[src/rtl/dma_io_pkg.sv]
package dma_io_pkg;

  typedef enum logic [1:0] {
    ST_IDLE = 2'd0,
    ST_RD   = 2'd1,
    ST_WR   = 2'd2
  } xfer_st_t;

  localparam logic [1:0] SEL_MADDR = 2'd0;
  localparam logic [1:0] SEL_IOOFF = 2'd1;
  localparam logic [1:0] SEL_CNT   = 2'd2;
  localparam logic [1:0] SEL_CTRL  = 2'd3;

  localparam int CB_EN   = 0;
  localparam int CB_WORD = 1;
  localparam int CB_DEC  = 2;
  localparam int CB_IE   = 3;

endpackage

[src/rtl/dma_io_reqsel.sv]
module dma_io_reqsel #(
  parameter int NSRC   = 4,
  parameter int RX_SRC = 0
) (
  input  logic [NSRC-1:0] req,
  output logic            any_req,
  output logic            rx_win
);

  logic [NSRC:0]   seen;
  logic [NSRC-1:0] win;

  assign seen[0] = 1'b0;

  for (genvar g = 0; g < NSRC; g++) begin : g_pri
    assign seen[g+1] = seen[g] | req[g];
    assign win[g]    = req[g] & ~seen[g];
  end

  assign any_req = seen[NSRC];
  assign rx_win  = win[RX_SRC];

endmodule

[src/rtl/dma_io_regs.sv]
module dma_io_regs
  import dma_io_pkg::*;
#(
  parameter int AW = 24,
  parameter int IW = 8,
  parameter int CW = 16
) (
  input  logic          clk,
  input  logic          rst_n,
  input  logic          cfg_we,
  input  logic [1:0]    cfg_sel,
  input  logic [AW-1:0] cfg_wdata,
  input  logic          busy,
  input  logic          xfer_done,
  output logic [AW-1:0] maddr,
  output logic [IW-1:0] io_off,
  output logic [CW-1:0] count,
  output logic          en,
  output logic          word,
  output logic          dec,
  output logic          irq_en,
  output logic          done,
  output logic          irq
);

  localparam logic [AW-1:0] STEP_B = AW'(1);
  localparam logic [AW-1:0] STEP_W = AW'(2);
  localparam logic [CW-1:0] CNT_ONE = CW'(1);

  logic [AW-1:0] maddr_n;
  logic [IW-1:0] io_off_n;
  logic [CW-1:0] count_n;
  logic          en_n, word_n, dec_n, irq_en_n, done_n, irq_n;
  logic [AW-1:0] step;
  logic          last;
  logic          cfg_ok;

  assign step   = word ? STEP_W : STEP_B;
  assign last   = (count == CNT_ONE);
  assign cfg_ok = cfg_we & ~busy;

  always_comb begin
    maddr_n  = maddr;
    io_off_n = io_off;
    count_n  = count;
    en_n     = en;
    word_n   = word;
    dec_n    = dec;
    irq_en_n = irq_en;
    done_n   = done;
    irq_n    = 1'b0;
    if (xfer_done) begin
      maddr_n = dec ? (maddr - step) : (maddr + step);
      count_n = count - CNT_ONE;
      if (last) begin
        en_n   = 1'b0;
        done_n = 1'b1;
        irq_n  = irq_en;
      end
    end else if (cfg_ok) begin
      unique case (cfg_sel)
        SEL_MADDR: maddr_n  = cfg_wdata;
        SEL_IOOFF: io_off_n = cfg_wdata[IW-1:0];
        SEL_CNT:   count_n  = cfg_wdata[CW-1:0];
        SEL_CTRL: begin
          en_n     = cfg_wdata[CB_EN];
          word_n   = cfg_wdata[CB_WORD];
          dec_n    = cfg_wdata[CB_DEC];
          irq_en_n = cfg_wdata[CB_IE];
          done_n   = 1'b0;
        end
        default: ;
      endcase
    end
  end

  always_ff @(posedge clk or negedge rst_n) begin
    if (!rst_n) begin
      maddr  <= '0;
      io_off <= '0;
      count  <= '0;
      en     <= 1'b0;
      word   <= 1'b0;
      dec    <= 1'b0;
      irq_en <= 1'b0;
      done   <= 1'b0;
      irq    <= 1'b0;
    end else begin
      maddr  <= maddr_n;
      io_off <= io_off_n;
      count  <= count_n;
      en     <= en_n;
      word   <= word_n;
      dec    <= dec_n;
      irq_en <= irq_en_n;
      done   <= done_n;
      irq    <= irq_n;
    end
  end

endmodule

[src/rtl/dma_io_fsm.sv]
module dma_io_fsm
  import dma_io_pkg::*;
#(
  parameter int DW = 16
) (
  input  logic          clk,
  input  logic          rst_n,
  input  logic          en,
  input  logic          any_req,
  input  logic          rx_win,
  input  logic          bus_rdy,
  input  logic [DW-1:0] bus_rdata,
  output logic          rd_act,
  output logic          wr_act,
  output logic          rx_dir,
  output logic          xfer_done,
  output logic [DW-1:0] data_q
);

  xfer_st_t st, st_n;
  logic     rx_n;
  logic     data_ld;
  logic     start;

  assign start     = (st == ST_IDLE) & en & any_req;
  assign data_ld   = (st == ST_RD) & bus_rdy;
  assign xfer_done = (st == ST_WR) & bus_rdy;
  assign rd_act    = (st == ST_RD);
  assign wr_act    = (st == ST_WR);

  always_comb begin
    st_n = st;
    rx_n = rx_dir;
    unique case (st)
      ST_IDLE: if (start) begin
        st_n = ST_RD;
        rx_n = rx_win;
      end
      ST_RD:   if (bus_rdy) st_n = ST_WR;
      ST_WR:   if (bus_rdy) st_n = ST_IDLE;
      default: st_n = ST_IDLE;
    endcase
  end

  always_ff @(posedge clk or negedge rst_n) begin
    if (!rst_n) begin
      st     <= ST_IDLE;
      rx_dir <= 1'b0;
    end else begin
      st     <= st_n;
      rx_dir <= rx_n;
    end
  end

  always_ff @(posedge clk or negedge rst_n) begin
    if (!rst_n) begin
      data_q <= '0;
    end else if (data_ld) begin
      data_q <= bus_rdata;
    end
  end

endmodule

[src/rtl/dma_io_chan.sv]
module dma_io_chan
  import dma_io_pkg::*;
#(
  parameter int AW     = 24,
  parameter int IW     = 8,
  parameter int DW     = 16,
  parameter int CW     = 16,
  parameter int NSRC   = 4,
  parameter int RX_SRC = 0
) (
  input  logic            clk,
  input  logic            rst_n,
  input  logic            cfg_we,
  input  logic [1:0]      cfg_sel,
  input  logic [AW-1:0]   cfg_wdata,
  input  logic [NSRC-1:0] req,
  input  logic [DW-1:0]   bus_rdata,
  input  logic            bus_rdy,
  output logic            bus_rd,
  output logic            bus_wr,
  output logic            bus_word,
  output logic [AW-1:0]   bus_addr,
  output logic [DW-1:0]   bus_wdata,
  output logic            busy,
  output logic            done,
  output logic            irq,
  output logic            st_en,
  output logic [AW-1:0]   st_maddr,
  output logic [CW-1:0]   st_count
);

  localparam int PW = AW - IW;

  logic          rst_m, rst_q;
  logic          any_req, rx_win, rx_dir, xfer_done;
  logic          word, dec, irq_en;
  logic [IW-1:0] io_off;
  logic [AW-1:0] io_addr;

  always_ff @(posedge clk or negedge rst_n) begin
    if (!rst_n) begin
      rst_m <= 1'b0;
      rst_q <= 1'b0;
    end else begin
      rst_m <= 1'b1;
      rst_q <= rst_m;
    end
  end

  dma_io_reqsel #(.NSRC(NSRC), .RX_SRC(RX_SRC)) u_reqsel (
    .req     (req),
    .any_req (any_req),
    .rx_win  (rx_win)
  );

  dma_io_regs #(.AW(AW), .IW(IW), .CW(CW)) u_regs (
    .clk       (clk),
    .rst_n     (rst_q),
    .cfg_we    (cfg_we),
    .cfg_sel   (cfg_sel),
    .cfg_wdata (cfg_wdata),
    .busy      (busy),
    .xfer_done (xfer_done),
    .maddr     (st_maddr),
    .io_off    (io_off),
    .count     (st_count),
    .en        (st_en),
    .word      (word),
    .dec       (dec),
    .irq_en    (irq_en),
    .done      (done),
    .irq       (irq)
  );

  dma_io_fsm #(.DW(DW)) u_fsm (
    .clk       (clk),
    .rst_n     (rst_q),
    .en        (st_en),
    .any_req   (any_req),
    .rx_win    (rx_win),
    .bus_rdy   (bus_rdy),
    .bus_rdata (bus_rdata),
    .rd_act    (bus_rd),
    .wr_act    (bus_wr),
    .rx_dir    (rx_dir),
    .xfer_done (xfer_done),
    .data_q    (bus_wdata)
  );

  assign io_addr  = {{PW{1'b1}}, io_off};
  assign busy     = bus_rd | bus_wr;
  assign bus_word = word;

  always_comb begin
    bus_addr = '0;
    if (bus_rd)      bus_addr = rx_dir ? io_addr : st_maddr;
    else if (bus_wr) bus_addr = rx_dir ? st_maddr : io_addr;
  end

endmodule

[config.mk]
export PLATFORM = sky130hd
export DESIGN_NAME = dma_io_chan
export DESIGN_NICKNAME = d
export VERILOG_FILES = /design/src/rtl/dma_io_pkg.sv /design/src/rtl/dma_io_reqsel.sv /design/src/rtl/dma_io_regs.sv /design/src/rtl/dma_io_fsm.sv /design/src/rtl/dma_io_chan.sv
export SDC_FILE = /design/constraint.sdc
export NUM_CORES = 1
export LEC_CHECK = 0
export BUFFER_PORTS_ARGS = -buffer_cell sky130_fd_sc_hd__buf_2
export CAP_MARGIN = 15
export CORE_MARGIN = 3
export CORE_UTILIZATION = 26
export DETAILED_ROUTE_END_ITERATION = 16
export HOLD_SLACK_MARGIN = 0.02
export PLACE_DENSITY = 0.51
export SYNTH_ARGS = -nofsm -noshare
export SYNTH_HDL_FRONTEND = slang
export SYNTH_HIERARCHICAL = 1
export SYNTH_SLANG_ARGS = --single-unit
[constraint.sdc]
create_clock -name clk -period 5.14 [get_ports clk]
set_clock_uncertainty 0.15 [all_clocks]
set_input_delay 0.771 -clock clk [delete_from_list [all_inputs] [get_ports clk]]
set_output_delay 0.771 -clock clk [all_outputs]
set_load 0.1 [all_outputs]
Word-level counts from Yosys, hierarchy flattened:

Cells that the tools add are included.

* flip-flop bits (word level): 75
* bits in latches: 0
* RAM bits: 0
* memory bits (read-only): 0
* output and inout bits: 87
* logic and storage cells: 77
* memories: 0

* add/sub/neg operators: 3
* multiply operators: 0
* div/mod/pow operators: 0
* order comparisons: 0
* equal/unequal tests: 10
* shifts and indexed selects: 0
* mux-type cells: 26
* bitwise operators: 11
* reduce and logical (&&, ||, !) cells: 13

Operator list (count)
* two-way mux 24 bit: 8
* two-way mux 16 bit: 3
* adder 24 bit: 1
* subtractor 24 bit: 1
* equality test 16 x 1 -> 1 bit, second input constant: 1
* subtractor 16 x 1 -> 16 bit, second input constant: 1
* AND reduction 3 bit: 4
* two-way mux 1 bit: 10
* two-way mux 2 bit: 4
* nonzero test 2 bit: 4
* equality test 2 bit, second input constant: 3
* != test 2 bit, second input constant: 3
* case mux 2 bit (3 select lines): 1
* AND reduction 2 bit: 3
* AND 1 bit: 5
* equality test 2 x 1 -> 1 bit, second input constant: 2
* zero test 2 bit: 2
* OR 1 bit: 4
* != test 2 x 1 -> 1 bit, second input constant: 1
* inverter 1 bit: 2

Logic depth before layout (Yosys ltp):

* word-level depth: 6
* gate-level depth with buffers: 11
* gate-level depth less buffers: 11

Hierarchy:

Netlist, hierarchy kept.

Modules (own cells, without submodules)
* dma_io_regs: instances 1, cells each 415, area an instance 3870.0 um^2, seq. area each 1351.3 um^2
* dma_io_fsm: instances 1, cells each 47, area an instance 792.0 um^2, seq. area each 475.5 um^2
* dma_io_chan: instances 1, cells each 104, area an instance 636.9 um^2, seq. area each 50.0 um^2
* dma_io_reqsel: instances 1, cells each 2, area an instance 15.0 um^2, seq. area each 0.0 um^2

Worst setup path after synthesis:

No wires, ideal clock.

* kind: reg2out
* start: reg u_fsm.st[0]
* end: out bus_addr[1]
* data arrival time: 4070 ps
* setup slack: 149 ps
* stages on the path, launching flop included: 6
* path buffers: 2
* path through: dfrtp_1 nor2b_1 buf_2 buf_2 a22oi_1 a21oi_1

* elaborated cells between the ends (all ways): 4

RTL lines
* from (decl): RTL line dma_io_fsm.sv:20 `xfer_st_t st, st_n;`
* from (signal assigned): RTL line dma_io_fsm.sv:50 `st <= st_n;`
* equality test 2 x 1 -> 1 bit: RTL line dma_io_fsm.sv:28 `assign rd_act = (st == ST_RD);`
* net bus_rd: RTL line dma_io_chan.sv:19 `output logic bus_rd,`
* two-way mux 24 bit: RTL line dma_io_chan.sv:96 `if (bus_rd) bus_addr = rx_dir ? io_addr : st_maddr;`
* to (decl): RTL line dma_io_chan.sv:22 `output logic [AW-1:0] bus_addr,`

The timed path passes the listed nets, and every way through them passes these cells.

Final worst setup path:

* start: reg u_fsm.st[0]
* end: out bus_addr[18]

* word-level cells in the longest chain between the ends: 3
* elaborated cells between the ends (all ways): 4

Ends and longest elaborated chain
* equality test 2 bit: RTL line dma_io_fsm.sv:29 `assign wr_act = (st == ST_WR);`
* two-way mux 24 bit: RTL line dma_io_chan.sv:97 `else if (bus_wr) bus_addr = rx_dir ? st_maddr : io_addr;`
* two-way mux 24 bit *: RTL line dma_io_chan.sv:96

Every way passes the cells marked *; elsewhere a longest branch is shown, timed or not.

==> results.cfg <==
[clock_network]
cts.sinks = 75
cts-root-to-sink-buffers = 2
cts_setup_buffers = 0
clk_latency_ps = 350
clk_transition_reported_paths_ps = 60
cts.htree.levels = 3
cts_tree = done
ctsResizeCount = 0
holdBufCountCts = 0
ctsRootBufferMaster = clkbuf_16
numCtsBuffers = 9

[floorplan]
io_pins = 137
floorplan.die.height_um = 149
placement_rows = 51
die-width_um = 149
fp.coreArea_um2 = 19800
floorplan.initialDensity = 0.269
die-area_um2 = 22200

[placement]
detailed_place_hpwl_mm = 12.1
io_buffers = 136
place_ws_ps = 1800
final_weighted_congestion_in_routability_driven_placement = 0.856

[timing]
finalMaxSlewViolations = 0
setup_viol = 0
worst_pin_slew_ps = 1000
rsz_0062_raised_after_global_routing = no
fmax_ghz = 0.269
fin_tns_setup_ps = 0
finalHoldViolCount = 0
period_minus_slack_ps = 3720
timing.final.crit_share = 0.723
postLayoutSetupSlackWorst_ps = 1420
slew-limit-headroom = 0.330

[drt]
route.detailed.drc = 0
first_drt_pass_iteration_count = 4
wirelength_mm = 16.2
routed-via-count = 4631
first_iter_violations = 263
detail_route.wl_per_cell_um = 16.9
vias_per_cell = 4.82
route.antenna.remaining_nets = 0

[global_route]
global_route.overflow_total = 0
grt_antenna_before_repair = 0
grt_start_max_net_pins = 74
grt_pass1_wl_mm = 25.9
grt.total_usage = 0.147
number_of_global_route_vias_before_repair = 4559

[synth]
postSynthAreaPerCell_um2 = 9.36
number_of_enable_type_register_cells_in_the_synthesized_netlist = 0
synth_cell_type_count = 66
ys_dominant_reg_cell = dfrtp_1
post-synth-top-area-cell = dfrtp_1
synth.top_cells.by_area = dfrtp_1, mux2i_1, ha_1
synthArstFlopShare = 1.00
syn_nets = 644
postSynthCellCount = 568
yosys.area.top_type_share = 0.353
mappedNetlistArea_um2 = 5310
yosys_warnings = 6
synth_sequential_area_ratio = 0.353
ys_seq_elements = 75

[finish]
n_antenna_cell = 0
syn2layout_area_growth_pct = 22.4
layout-drive-gt1-share = 0.294
layout.core_utilization = 0.329
final_nets = 766

[critical_path]
crit_type = flop to output port
timing.critical_path.slowest_stage_cell = nor2b_2
cp.arrival_ps = 2800
critical_path_buf_inv_count = 2
cp_max_fo = 21
worstPathCellList = nor2b_2, buf_4, nand2b_1, nor2_1, nor2_1, buf_2
worst_path_largest_cell_delay_ps = 590
timing.critical_path.max_delay_family = simple AND/OR/NAND/NOR gates
setup.worst_path.start_class = flop
critical_path.endpoint_type = output port
required_time_of_the_critical_path_ps = 4220
path_common_cell = nor2_1

[min_path]
holdCritPathClass = primary input to asynchronous set/reset pin

[job]
drv.max_cap_violation_count = 0

[run_status]
run_status = finished clean
## cell usage in the layout (no fill, tap or decap), types with 3 or more instances in the layout
cell / instances
buf_2: 136
dfrtp_1: 74
a21oi_1: 57
nand2_1: 48
nor2_1: 46
mux2i_1: 33
o21ai_0: 28
ha_1: 25
xor2_1: 24
mux2_2: 21
nand2b_1: 18
inv_1: 13
a211oi_1: 11
xnor2_1: 9
clkbuf_16: 9
mux2_4: 9
nor2b_1: 9
a22oi_1: 8
a31oi_1: 8
a221oi_1: 7
nor3_1: 7
and3_1: 7
a21o_1: 7
nand3_1: 6
buf_4: 5
and2_1: 4
o21bai_1: 4
o221ai_1: 4
a221oi_2: 3
nand3b_1: 3
and4_1: 3
## cells by family after synthesis
family / after synthesis / share of synthesized area
and+or+nand+nor: 175 / 0.175
AOI/OAI and AO/OA: 151 / 0.180
DFF: 75 / 0.353
muxes: 63 / 0.132
buffers and inverters: 44 / 0.0414
xor gates and xnor gates: 33 / 0.0544
adders and majority gates: 26 / 0.0626
other: 1 / 0.000706
## synth_stat cells (2+ instances only)
library cell   n
nand2b_1      18
buf_1          2
inv_1         13
a221o_1        2
buf_6          5
o21bai_1       4
a221oi_1       7
nor2_1        46
nand3_1        6
mux2_2        21
and2_1         5
o221ai_1       4
a22oi_1        8
mux2_4         9
nor3_2         2
ha_1          25
and3_1         7
o21ai_0       28
xor2_1        24
o21a_1         2
a211oi_1      11
a221oi_2       3
dfrtp_1       75
a21o_1         7
nand3b_1       3
a31oi_1        8
buf_2         11
mux2i_1       33
a21oi_1       57
xnor2_1        9
nand4_1        2
nor3_1         7
nor2b_1       10
nor3b_1        2
nand2_1       48
and4_1         3
a211o_1        2
clkbuf_1      11
## sequential cells by signal, summed over array words and instances, names as in the netlist, 2 cells and up
signal,flops
u_regs/maddr,24
u_fsm/data_q,16
u_regs/count,16
u_regs/io_off,8
u_fsm/st,2
## layer usage
metal,track usage,share of wire,up-vias
met5,0,0,-
met4,0.0357,0.0082,0
met3,0.0219,0.033,9
met2,0.229,0.47,84
met1,0.214,0.49,2240
li1,-,-,2298
## worst paths after layout
check	start	to	slack [ps]	depth (start not counted)
max	u_fsm/st[0]	bus_addr[18]	1420	6
min	rst_n	rst_m	50	1
max reg2reg	u_fsm/st[0]	u_regs/count[12]	1830	6
min reg2reg	rst_m	rst_q	210	0
max in group asynchronous	rst_q	u_regs/count[15]	3830	0
min in group clk	rst_m	rst_q	210	0
## area by class of cell
cell class / count / area (um2)
Tap cell: 265 / 332
Inverter: 14 / 52.6
Clock inverter: 6 / 66.3
Multi-Input combinational cell: 449 / 3230
Timing Repair Buffer: 141 / 718
Fill cell: 2105 / 13300
Sequential cell: 75 / 1880
Clock buffer: 10 / 229
## stage by stage
step / instances / cell area, um2 / hold slack, ps
2_1_floorplan: 568 / 5310 / 181
3_3_place_gp: 944 / 6210 / 186
3_5_place_dp: 944 / 6210 / 205
4_1_cts: 960 / 6500 / 34.9
5_1_grt: 960 / 6500 / 38.3
6_report: 960 / 6500 / 45.7
Power is not shown: default switching activity piles up to over one toggle a cycle in this logic, so the estimate is an artifact.
